[config.mk]
export PLATFORM = sky130hd
export DESIGN_NAME = pin_edge_irq
export DESIGN_NICKNAME = d
export VERILOG_FILES = /design/src/rtl/pin_evt_pkg.sv /design/src/rtl/pin_sync.sv /design/src/rtl/debounce_filter.sv /design/src/rtl/edge_event.sv /design/src/rtl/pin_edge_irq.sv
export SDC_FILE = /design/constraint.sdc
export NUM_CORES = 1
export LEC_CHECK = 0
export ABC_CLOCK_PERIOD_IN_PS = 2660
export BUFFER_PORTS_ARGS = -buffer_cell sky130_fd_sc_hd__buf_2
export CAP_MARGIN = 20
export CORE_MARGIN = 2
export CORE_UTILIZATION = 48
export DETAILED_ROUTE_END_ITERATION = 7
export PLACE_DENSITY = 0.68
export SYNTH_ARGS = -nofsm -noshare
export SYNTH_HDL_FRONTEND = slang
export SYNTH_SLANG_ARGS = --single-unit
[constraint.sdc]
create_clock -name clk -period 2.66 [get_ports clk]
set_clock_uncertainty 0.1 [all_clocks]
set_input_delay 0.532 -clock clk [delete_from_list [all_inputs] [get_ports clk]]
set_output_delay 0.532 -clock clk [all_outputs]
set_load 0.02 [all_outputs]
[src/rtl/pin_evt_pkg.sv]
package pin_evt_pkg;

    localparam int CTRL_W   = 9;
    localparam int SEL_LSB  = 3;
    localparam int EXP_LSB  = 5;
    localparam int EXP_W    = 3;
    localparam int DBEN_BIT = 8;

    typedef enum logic [1:0] {
        SEL_NONE = 2'd0,
        SEL_RISE = 2'd1,
        SEL_FALL = 2'd2,
        SEL_BOTH = 2'd3
    } edge_sel_e;

    typedef struct packed {
        edge_sel_e        sel;
        logic             db_en;
        logic [EXP_W-1:0] exp_code;
    } pin_cfg_t;

    function automatic pin_cfg_t decode_ctrl(input logic [CTRL_W-1:0] word);
        pin_cfg_t c;
        c.sel      = edge_sel_e'(word[SEL_LSB +: 2]);
        c.db_en    = word[DBEN_BIT];
        c.exp_code = word[EXP_LSB +: EXP_W];
        return c;
    endfunction

    function automatic logic edge_hit(input edge_sel_e s, input logic now_lvl);
        logic r;
        case (s)
            SEL_RISE: r = now_lvl;
            SEL_FALL: r = !now_lvl;
            SEL_BOTH: r = 1'b1;
            default:  r = 1'b0;
        endcase
        return r;
    endfunction

endpackage

[src/rtl/pin_sync.sv]
module pin_sync #(
    parameter int STAGES = 2
) (
    input  logic clk,
    input  logic rst,
    input  logic din,
    output logic dout
);
    logic [STAGES-1:0] chain;

    generate
        if (STAGES < 2) begin : g_bad
            initial $error("pin_sync needs at least two stages");
        end
    endgenerate

    always_ff @(posedge clk) begin
        if (rst) chain <= '0;
        else     chain <= {chain[STAGES-2:0], din};
    end

    assign dout = chain[STAGES-1];

endmodule

[src/rtl/debounce_filter.sv]
module debounce_filter #(
    parameter int EXP_W = 3
) (
    input  logic             clk,
    input  logic             rst,
    input  logic             din,
    input  logic             tick,
    input  logic             cfg_chg,
    input  logic             db_en,
    input  logic [EXP_W-1:0] exp_code,
    output logic             level,
    output logic             quiet
);
    localparam int CNT_W = 2 ** EXP_W;

    logic [CNT_W-1:0] cnt;
    logic [CNT_W:0]   target;
    logic [CNT_W:0]   next_cnt;
    logic             done;

    assign target   = {{CNT_W{1'b0}}, 1'b1} << exp_code;
    assign next_cnt = {1'b0, cnt} + {{CNT_W{1'b0}}, 1'b1};
    assign done     = (next_cnt == target);

    always_ff @(posedge clk) begin
        if (rst) begin
            level <= 1'b0;
            cnt   <= '0;
            quiet <= 1'b0;
        end else begin
            quiet <= cfg_chg;
            if (cfg_chg) begin
                cnt <= '0;
                if (!db_en) level <= din;
            end else if (!db_en) begin
                level <= din;
                cnt   <= '0;
            end else if (din == level) begin
                cnt <= '0;
            end else if (tick) begin
                if (done) begin
                    level <= din;
                    cnt   <= '0;
                end else begin
                    cnt <= next_cnt[CNT_W-1:0];
                end
            end
        end
    end

    // bypass path follows the synchronized input one cycle later
    a_r5_bypass: assert property (@(posedge clk) disable iff (rst)
        (!db_en && !cfg_chg) |=> (level == $past(din)));
    // no change without a tick while filtering
    a_r9_needs_tick: assert property (@(posedge clk) disable iff (rst)
        (db_en && !cfg_chg && !tick) |=> $stable(level));
    // equal input holds the level
    a_r9_equal_hold: assert property (@(posedge clk) disable iff (rst)
        (db_en && !cfg_chg && (din == level)) |=> $stable(level));
    // configuration update with filtering on leaves the level alone
    a_r8_cfg_hold: assert property (@(posedge clk) disable iff (rst)
        (cfg_chg && db_en) |=> $stable(level));

endmodule

[src/rtl/edge_event.sv]
module edge_event
    import pin_evt_pkg::*;
(
    input  logic      clk,
    input  logic      rst,
    input  logic      level,
    input  logic      quiet,
    input  edge_sel_e sel,
    output logic      evt
);
    logic prev;

    always_ff @(posedge clk) begin
        if (rst) prev <= 1'b0;
        else     prev <= level;
    end

    assign evt = (level != prev) && !quiet && edge_hit(sel, level);

    // rising select only reports a high filtered level
    a_r2_rise_level: assert property (@(posedge clk) disable iff (rst)
        (evt && sel == SEL_RISE) |-> level);
    // falling select only reports a low filtered level
    a_r2_fall_level: assert property (@(posedge clk) disable iff (rst)
        (evt && sel == SEL_FALL) |-> !level);

endmodule

[src/rtl/pin_edge_irq.sv]
module pin_edge_irq
    import pin_evt_pkg::*;
#(
    parameter int SYNC_STAGES = 2
) (
    input  logic              clk,
    input  logic              rst,
    input  logic              pin_in,
    input  logic              ms_tick,
    input  logic [CTRL_W-1:0] ctrl,
    output logic              evt_pulse
);
    pin_cfg_t cfg_now;
    pin_cfg_t cfg_q;
    logic     cfg_chg;
    logic     pin_s;
    logic     lvl;
    logic     quiet;

    assign cfg_now = decode_ctrl(ctrl);
    assign cfg_chg = (cfg_now != cfg_q);

    always_ff @(posedge clk) begin
        if (rst) cfg_q <= '0;
        else     cfg_q <= cfg_now;
    end

    pin_sync #(.STAGES(SYNC_STAGES)) sync_i (
        .clk  (clk),
        .rst  (rst),
        .din  (pin_in),
        .dout (pin_s)
    );

    debounce_filter #(.EXP_W(EXP_W)) filt_i (
        .clk      (clk),
        .rst      (rst),
        .din      (pin_s),
        .tick     (ms_tick),
        .cfg_chg  (cfg_chg),
        .db_en    (cfg_now.db_en),
        .exp_code (cfg_now.exp_code),
        .level    (lvl),
        .quiet    (quiet)
    );

    edge_event edge_i (
        .clk   (clk),
        .rst   (rst),
        .level (lvl),
        .quiet (quiet),
        .sel   (cfg_q.sel),
        .evt   (evt_pulse)
    );

    // a configuration update never yields an event
    a_r8_cfg_silent: assert property (@(posedge clk) disable iff (rst)
        cfg_chg |=> !evt_pulse);
    // a steady code-0 select yields no event
    a_r3_sel_off: assert property (@(posedge clk) disable iff (rst)
        (cfg_now.sel == SEL_NONE && !cfg_chg) |=> !evt_pulse);

endmodule

# Yosys cells after proc, flatten, opt, wreduce, memory -nomap -nowiden
# Index checks and enable logic that the tools add are counted.
word_totals:
  ff_bits: 19
  latch_bits: 0
  ram_bits: 0
  romBits: 0
  in_bits: 13
  output_inout_bits: 1
  wordCells: 36
  mem_count: 0
op_classes:
  n_addsub: 1
  multipliers: 0
  n_div: 0
  order_cmp: 0
  n_eq_ne: 11
  n_shift: 1
  muxes: 8
  bitwise_logic: 1
  n_reduce_logical: 6
op_table:
  columns: ["operator", "n"]
  rows:
  - ["$add 8x1->9 const B", 1]
  - ["$eq 9x9->1", 1]
  - ["$shl 1x3->9 const A", 1]
  - ["$mux 8", 1]
  - ["$mux 1", 6]
  - ["$ne 2x2->1 const B", 3]
  - ["$ne 6x6->1", 1]
  - ["$eq 2x2->1 const B", 2]
  - ["$reduce_and 4->1", 1]
  - ["$reduce_or 4->1", 1]
  - ["$pmux 1 s3", 1]
  - ["$eq 2x1->1 const B", 1]
  - ["$logic_and 1x1->1", 2]
  - ["$logic_not 1->1", 2]
  - ["$ne 2x1->1 const B", 1]
  - ["$eq 1x1->1", 1]
  - ["$ne 1x1->1", 1]
  - ["$not 1->1", 1]

# Longest topological paths before layout
# Gate-level depths: netlist of run 1.
logic_depth:
  word_depth: 7
  mapped_depth: 8
  ltp_nobuf: 8

# By module
# A second synthesis of run 1 with hierarchy kept.
unflattened:
  cells_unflattened: 145
  area_unflattened_um2: 1237.4
by_module_without_submodules:
  columns: ["mod", "n_inst", "cells_each", "area_per_inst_um2", "seq_area_each_um2"]
  rows:
  - ["debounce_filter", 1, 116, 917.1, 200.2]
  - ["pin_edge_irq", 1, 20, 221.5, 120.1]
  - ["pin_sync", 1, 4, 52.6, 40.0]
  - ["edge_event", 1, 5, 46.3, 20.0]

# Least setup slack after synthesis of run 1
# OpenSTA, ideal clock, no wires.
synth_timing:
  kind: "in2reg"
  startpoint: "input ctrl[7]"
  endpoint: "register filt_i.cnt[5]"
  setup_time_ps: 128
  arrival_time_ps: 2023
  t_required_ps: 2432
  path_slack_ps: 409
  stages: 8
  path_buffers: 1
  cell_sequence: "buf_2 -> nor2b_1 -> nor4b_1 -> o21bai_2 -> a32oi_2 -> nand2_4 -> a31oi_1 -> a21oi_1"
synth_via:
  elab_chain_cells: 3
  word_cells_on_any_way: 5
  classes_between: "2 x eq/ne; 1 x shift; 1 x mux; 1 x reduce/logical"
synth_lines:
  columns: ["item", "line", "source"]
  rows:
  - ["start: declaration", "pin_edge_irq.sv:10", "input logic [CTRL_W-1:0] ctrl,"]
  - ["$shl 1x3->9", "debounce_filter.sv:21", "assign target = {{CNT_W{1'b0}}, 1'b1} << exp_code;"]
  - ["$eq 9x9->1", "debounce_filter.sv:23", "assign done = (next_cnt == target);"]
  - ["$mux 8", "debounce_filter.sv:41", "if (done) begin"]
  - ["end signal: assignment", "debounce_filter.sv:45", "cnt <= next_cnt[CNT_W-1:0];"]
  - ["end: declaration", "debounce_filter.sv:16", "logic [CNT_W-1:0] cnt;"]
# Several ways; a longest one is shown, not always the timed one.
# A chain may end at the register's enable or synchronous reset.

# Worst setup path after layout of run 1
layout_timing:
  startpoint: "register filt_i.cnt[0]"
  endpoint: "register filt_i.cnt[5]"
layout_via:
  elab_chain_cells: 3
layout_lines:
  columns: ["item", "line", "source"]
  rows:
  - ["$add 8x1->9 *", "debounce_filter.sv:22", "assign next_cnt = {1'b0, cnt} + {{CNT_W{1'b0}}, 1'b1};"]
  - ["$eq 9x9->1", "debounce_filter.sv:23", null]
  - ["$mux 8 *", "debounce_filter.sv:41", null]
# Every way passes the cells marked *; elsewhere a longest branch is shown, timed or not.

==> flow_summary.toml, run 1 <==
[run_status]
status = "finished, final reports clean"

[detailed_routing]
num_vias = 1023
drtAntennaViolNets = 0
drt_pass1_iterations = 4
wl_per_cell_um = 13.8
post-route-drc-count = 0
drt_wl_total_um = 2440
viasPerCell = 5.78
drtIter0Drc = 39

[cts]
clkLatencyLatePin_ps = 300
cts_max_path_buffers = 2
ctsRootBufferMaster = "clkbuf_4"
cts_tree = "done"
cts_max_level = 1
cts_sinks = 19
cts_buffers = 3
clk_pin_slew_ps = 120

[worst_setup_path]
crit_slowest_cell = "a211oi_4"
reg2reg_depth = 8
cp_max_fo = 9
slowest_delay_ps = 450
crit_type = "reg2reg"
worstSetupStartpoint = "filt_i.cnt[0]"
worstReg2RegStart = "filt_i.cnt[0]"
endpoint = "filt_i.cnt[5]"
r2r_slack_ps = 250
reg2reg_to = "filt_i.cnt[5]"
path_cells = "ha_1 -> nand3_1 -> a32oi_1 -> o22ai_1 -> a211oi_4 -> nand2_4 -> a31oi_1 -> a21oi_1"
cp_data_required_time_ps = 2750
critPathLaunchType = "flip-flop"
arrival_ps = 2500
endpoint_kind = "flip-flop"

[sta]
fin_crit_ps = 2410
slew-limit-headroom_pct = 69.7
min_period_over_period_pct = 90.6
holdWs_ps = 338
clock.fmax_mhz = 415
finalSetupTns_ps = 0
tightest_slew_ps = 454
setup_viol = 0
hold_violations = 0
maxSlewViolCount = 0

[logic_synthesis]
synth_seq_area_share_pct = 32.4
synth_top_area_share_pct = 32.4
netlist_top_cells_count = "dfxtp_1 (19), a21oi_1 (12), nor2b_1 (10)"
syn_nets = 154
synthDistinctLibCells = 41
synth-edff-count = 0
synth_cells = 140
yosys_most_used_dff = "dfxtp_1"
avgSynthCellArea_sq_um = 8.39
syn_area_sq_mm = 0.00117
synthArstFlopShare_pct = 0
synthMostInstantiatedCell = "dfxtp_1"
ys_ff_latch = 19
synth_area_leaders = "dfxtp_1 (32%), nor2b_1 (5.3%), xnor2_1 (5.2%)"
synth_top_area_cell = "dfxtp_1"
yosysWarningCount = 0

[run]
max_cap_viol_count = 0

[placed_design]
dpl.hpwl_um = 1790
gp_congestion = 0.852
placed_area_sq_mm = 0.00123
dpl.cell_count = 173
io_buffers = 10

[die]
placementRows = 17
dieArea_sq_mm = 0.00286
ios = 14
design.core.area_sq_mm = 0.00225
die_h_um = 53.5
floorplan.initialDensity_pct = 52.1
fp.dieW_um = 53.5

[global_route]
grt_antenna_before_repair = 0
grt_pass1_wl_um = 4320
grtUsageTotal_pct = 20.8
grt_max_degree = 13
grt-ovfl-total = 0
grt_pass1_vias = 967

[hold_path]
hold_path.class = "in2reg"
min_from = "pin_in"

[pwr]
p_per_area_mw_per_mm2 = 404
power.total_w = 0.000514
power.leakage_nw = 0.447
ir_drop_mv = 0.481

[finish]
design_area_sq_mm = 0.00127
nets = 164
drive_gt1_share_pct = 16.8
syn2layout_area_growth_pct = 8.41
final_cells = 177
n_antenna_cell = 0
==> worst min-delay path by stage <==
stage / end / depth (start not counted) / slack, ps
6_report: sync_i.chain[0] / 2 / 340
3_5_place_dp: sync_i.chain[1] / 1 / 350
2_1_floorplan: sync_i.chain[1] / 1 / 310
4_1_cts: sync_i.chain[0] / 2 / 330
3_3_place_gp: sync_i.chain[1] / 1 / 330
5_1_grt: sync_i.chain[0] / 2 / 340
==> registers in the layout, indices dropped and copies added, names as in the netlist <==
name          cells
filt_i.level      1
sync_i.chain      2
filt_i.quiet      1
cfg_q             6
edge_i.prev       1
filt_i.cnt        8
==> power breakdown <==
group	internal, W	total, W	switching, W
logic	0.0000304	0.0000672	0.0000369
clock network	0.0000572	0.000151	0.0000939
registers	0.000292	0.000296	0.00000387
==> critical path: cells and delay by family (launching register included) <==
family                   cells  cell delay, ps
AO/OA/AOI/OAI                5            1100
flip-flops                   1             430
AND/OR/NAND/NOR              2             380
adder cells (fa/ha/maj)      1             290
==> cell usage in the layout, fill, tap and decap left out, types with 2 or more instances in the layout <==
master	netlist	routed
dfxtp_1	19	19
a21oi_1	12	12
nor2b_1	10	10
buf_2	3	10
nand3_1	9	9
nor2_1	8	8
nand2_1	7	7
xnor2_1	7	7
o21ai_1	5	5
a31oi_1	5	5
xor2_1	4	4
nor3_1	4	4
nand4_1	4	4
inv_1	4	4
nand3b_1	4	4
buf_4	1	4
mux2i_1	3	3
clkbuf_4	0	3
o22ai_1	2	2
o21ai_0	2	2
nand2b_1	2	2
==> what timing repair did <==
item                                   4_1_cts  5_1_grt
setup endpoints to repair                    0        2
setup buffers                                0        0
hold buffers                                 0        0
endpoints found under the hold margin        0        0
resized for setup                            0        2
==> layout make-up <==
class / count / area [sq um]
Fill cell: 219 / 981
Multi-Input combinational cell: 108 / 733
Sequential cell: 19 / 380
Timing Repair Buffer: 14 / 80.1
Tap cell: 28 / 35.0
Clock buffer: 3 / 22.5
Inverter: 4 / 15.0
Clock inverter: 1 / 7.51
==> cell families after synthesis <==
logic type,Yosys count,share of synthesized area (%)
multiplexers,3,2.56
buffers and inverters,13,6.71
flip-flops,19,32.4
AO/OA/AOI/OAI,34,19.5
adder cells (fa/ha/maj),1,1.06
XOR/XNOR,11,8.20
AND/OR/NAND/NOR,59,29.6
==> metrics by stage <==
stage	utilization, %	setup WS, ps
2_1_floorplan	-	409
3_3_place_gp	54.4	132
3_5_place_dp	54.4	42.7
4_1_cts	55.7	160
5_1_grt	56.5	-2.99
6_report	56.5	249
==> metal layers <==
metal | global-route usage [%] | share of wire, % | up-vias
li1 | - | - | 522
met1 | 27.8 | 46 | 477
met2 | 34.0 | 49 | 24
met3 | 5.93 | 4.6 | 0
met4 | 2.56 | 0 | 0
met5 | 0 | 0 | -
(Power assumes the default switching activity.)
==> run 2, diff against run 1 <==
SYNTH_HIERARCHICAL = 1   (was unset)
==> flow_summary.toml, run 2 <==
[pwr]
p_per_area_mw_per_mm2 = 382
p_int_w = 0.000383
p_sw_w = 0.000129
switching_share_pct = 25.1
power.total_w = 0.000512
combPwrFrac_pct = 13.2
ir_drop_mv = 0.235
power.leakage_nw = 0.478
power_frac_clock_pct = 28.8
seqPwrFrac_pct = 58.0

[die]
floorplan.initialDensity_pct = 50.4
dieArea_sq_mm = 0.00300
placementRows = 18
fp.dieW_um = 54.8
die_h_um = 54.8
design.core.area_sq_mm = 0.00245
ios = 14

[finish]
n_antenna_cell = 0
largest_reg_flops = 8
regMostFlops = "filt_i/cnt"
layout_commonest_cell = "dfxtp_1"
mostFrequentLayoutCells = "dfxtp_1 (18), nor2b_1 (13), a21oi_1 (12)"
largestRegisters = "filt_i/cnt x8, cfg_q x6, sync_i/chain x2"
drive_gt1_share_pct = 16.7
nets = 171
syn2layout_area_growth_pct = 8.29

[worst_setup_path]
cp_max_fo = 8
slowest_delay_ps = 450
crit_buf_inv = 0
cp_common_cell = "or3_1"
critPathTopFamily = "simple AND/OR/NAND/NOR gates"
cp_data_required_time_ps = 2760
path_cells = "ha_1 -> and3_1 -> nand3_1 -> o21ai_0 -> or3_1 -> or3_1 -> o311ai_1"
crit_slowest_cell = "or3_1"
arrival_ps = 2480
endpoint_kind = "flip-flop"
critPathLaunchType = "flip-flop"
crit_type = "reg2reg"

[global_route]
grt_max_degree = 18
grt_pass1_vias = 944
grt-ovfl-total = 0
grtUsageTotal_pct = 18.1
grt_pass1_wl_um = 3950
grt_antenna_before_repair = 0

[detailed_routing]
drt_wl_total_um = 2450
post-route-drc-count = 0
drt_pass1_iterations = 4
drtAntennaViolNets = 0
viasPerCell = 5.85
wl_per_cell_um = 13.2
drtIter0Drc = 25
num_vias = 1089

[cts]
ctsResizeCount = 0
cts_max_path_buffers = 2
cts_sinks = 19
postCtsSetupRepairBufs = 0
cts_hold_buf = 0
clk_pin_slew_ps = 100
cts_tree = "done"
cts_buffers = 3
cts_max_level = 1
ctsRootBufferMaster = "clkbuf_4"
clkLatencyLatePin_ps = 300

[logic_synthesis]
syn_area_sq_mm = 0.00124
avgSynthCellArea_sq_um = 8.53
synth_cells = 145
synthArstFlopShare_pct = 0
synth_top_area_share_pct = 30.7
synth-edff-count = 0
synth_seq_area_share_pct = 30.7
synth_top_area_cell = "dfxtp_1"
synth_area_leaders = "dfxtp_1 (31%), nor2b_1 (6.6%), xor2_1 (5.0%)"
synthMostInstantiatedCell = "dfxtp_1"
ys_ff_latch = 19
netlist_top_cells_count = "dfxtp_1 (19), nor2b_1 (13), a21oi_1 (12)"
yosys_most_used_dff = "dfxtp_1"
syn_nets = 159
yosysWarningCount = 6
synthDistinctLibCells = 43

[placed_design]
io_buffers = 10
gp_congestion = 0.877
dpl.hpwl_um = 1770

[hold_path]
hold_path.class = "reg2reg"

[sta]
maxSlewViolCount = 0
setup_viol = 0
hold_violations = 0
tightest_slew_ps = 369
fin_crit_ps = 2380
min_period_over_period_pct = 89.5
clock.fmax_mhz = 420
slew-limit-headroom_pct = 75.3
rsz0062_at_grt = "false"
finalSetupTns_ps = 0

[run_status]
status = "finished, final reports clean"

[run]
max_cap_viol_count = 0
==> run 2: cell count changes in the layout (fill, tap and decap cells not counted), moves of 4 or more <==
cell,before,now
nand2b_1,2,7
o21ai_1,5,0
nor3b_1,0,4
o32ai_1,0,5
a31oi_1,5,0
==> run 2: cells by family after synthesis <==
group,Yosys count,synth area share [%]
and+or+nand+nor,71,35.8
muxes,1,0.809
AOI/OAI and AO/OA,30,16.7
xor gates and xnor gates,13,9.81
buffers and inverters,10,5.16
adders and majority gates,1,1.01
DFF,19,30.7
==> run 2: metal layers <==
metal,vias to the layer above,wire length [um],track usage (%)
met5,-,0,0
met4,0,15,7.92
met3,2,105,4.10
met2,24,1200,30.6
met1,511,1130,21.7
li1,552,-,-
==> run 2: stage by stage <==
stage                     hold slack [ps]  utilization (%)  std cells  instance area (sq um)  worst slack, ps
after detailed placement              337             53.2        182                   1310              140
final                                 351             54.6        186                   1340              280
after floorplan                       314                -        145                   1240              339
after global placement                317             53.2        182                   1310              192
after global routing                  340             54.6        186                   1340             74.1
after CTS                             342             54.3        186                   1330              188
==> run 2: area by class of cell <==
type	instances	area, sq um
Clock buffer	4	26.3
Fill cell	234	1110
Inverter	2	7.51
Multi-Input combinational cell	116	800
Sequential cell	19	382
Tap cell	30	37.5
Timing Repair Buffer	15	87.6
==> run 2: final timing paths <==
check                        from  slack, ps  cells after the start               to
setup / recovery    filt_i/cnt[0]        280                      7     filt_i/level
hold / removal    sync_i/chain[0]        350                      1  sync_i/chain[1]
setup reg to reg    filt_i/cnt[0]        280                      7     filt_i/level
hold reg to reg   sync_i/chain[0]        350                      1  sync_i/chain[1]
==> run 2: worst reg2reg max path, cell delays in order (launching register included) <==
cell	delay [ps]
dfxtp_2	370
ha_1	270
and3_1	260
nand3_1	140
o21ai_0	90
or3_1	450
or3_1	340
o311ai_1	270
==> run 2: power groups by stage <==
stage	clock network (W)	registers, W	logic, W
global placement	0	0.000303	0.0000643
detailed placement	0	0.000304	0.0000666
global route	0.000171	0.000298	0.0000750
CTS	0.000154	0.000297	0.0000671
finish	0.000147	0.000297	0.0000673
floorplan	0	0.000303	0.0000420
==> run 3, diff against run 2 <==
SETUP_SLACK_MARGIN = 0.4   (was unset)
==> flow_summary.toml, run 3 (same netlist as run 2, synthesis figures left out) <==
[finish]
final_cells = 190
largestRegisters = "filt_i/cnt x8, cfg_q x6, sync_i/chain x2"
fill_cells = 244
drive_gt1_share_pct = 25.6
layout_commonest_cell = "dfxtp_1"
n_antenna_cell = 0
mostFrequentLayoutCells = "dfxtp_1 (14), nor2b_1 (13), a21oi_1 (12)"
regMostFlops = "filt_i/cnt"
largest_reg_flops = 8
syn2layout_area_growth_pct = 14.9
nets = 175

[sta]
fin_crit_ps = 2170
maxSlewViolCount = 0
finalSetupTns_ps = 0
clock.fmax_mhz = 460
min_period_over_period_pct = 81.6
slew-limit-headroom_pct = 75.0
hold_violations = 0
tightest_slew_ps = 374
rsz0062_at_grt = "false"
setup_viol = 0

[global_route]
grt_max_degree = 18
grt-ovfl-total = 0
grtUsageTotal_pct = 18.1
grt_pass1_wl_um = 3940
grt_pass1_vias = 938
grt_antenna_before_repair = 0

[run_status]
status = "finished, final reports clean"

[worst_setup_path]
slowest_delay_ps = 410
critPathTopFamily = "simple AND/OR/NAND/NOR gates"
path_cells = "and4_4 -> a21boi_2 -> nor4_1 -> a21oi_1 -> buf_4 -> or3_1 -> o311ai_2"
crit_slowest_cell = "dfxtp_4"
cp_max_fo = 8
arrival_ps = 2270
crit_buf_inv = 1
endpoint_kind = "flip-flop"
crit_type = "reg2reg"
critPathLaunchType = "flip-flop"
cp_data_required_time_ps = 2760

[detailed_routing]
drt_wl_total_um = 2710
drtIter0Drc = 21
drtAntennaViolNets = 0
viasPerCell = 5.82
drt_pass1_iterations = 4
wl_per_cell_um = 14.3
num_vias = 1106
post-route-drc-count = 0

[cts]
cts_tree = "done"
cts_max_level = 1
cts_max_path_buffers = 2
ctsRootBufferMaster = "clkbuf_4"
cts_buffers = 3
clk_pin_slew_ps = 110
clkLatencyLatePin_ps = 290
cts_sinks = 19

[run]
max_cap_viol_count = 0

[die]
placementRows = 18
fp.dieW_um = 54.8
floorplan.initialDensity_pct = 50.4
die_h_um = 54.8
design.core.area_sq_mm = 0.00245
ios = 14
dieArea_sq_mm = 0.00300

[placed_design]
dpl.hpwl_um = 1840
gp_congestion = 0.881
dpl.cell_count = 181
io_buffers = 10

[hold_path]
hold_path.class = "reg2reg"

[pwr]
power.total_w = 0.000516
p_per_area_mw_per_mm2 = 363
power.leakage_nw = 0.501
ir_drop_mv = 0.330
## run 3: final timing paths
| path | start | endpoint | slack [ps] | cells past startpoint |
|---|---|---|---|---|
| worst max-delay path | filt_i/cnt[0] | filt_i/level | 490 | 7 |
| worst min-delay path | sync_i/chain[0] | sync_i/chain[1] | 350 | 1 |
| worst max register to register | filt_i/cnt[0] | filt_i/level | 490 | 7 |
| worst min register to register | sync_i/chain[0] | sync_i/chain[1] | 350 | 1 |
## run 3: layout make-up
class,instances,area (sq um),share of cell area [%]
clock buffer,4,26.3,1.85
inverter,2,7.51,0.528
multi-input combinational,116,841,59.2
sequential,19,392,27.6
tap,30,37.5,2.64
timing repair buffer,19,118,8.27
## run 3: metal layers
metal	track usage, %	share of wire, %
met1	20.5	46
met2	34.3	50
met3	3.28	2.8
met4	4.17	1.5
met5	0	0
## run 3: metrics by stage
stage                     cell area (sq um)  setup WS [ps]  hold WS, ps  utilization (%)
after floorplan                        1240            420          314                -
after global placement                 1300            195          316             53.1
after detailed placement               1300            128          320             53.1
after CTS                              1340            413          347             54.7
after global routing                   1420            311          369             57.9
final                                  1420            488          346             57.9
## run 3: what timing repair did
item,in CTS,in global routing
setup buffers,0,5
pin swaps,1,1
endpoints found under the setup margin,8,6
gates resized for setup,6,10
endpoints found under the hold margin,0,0
hold buffers,0,0
## run 3: power by group
part	switching [W]	internal (W)
combinational	0.0000376	0.0000346
clock	0.0000912	0.0000582
sequential	0.00000439	0.000291
total	0.000133	0.000383
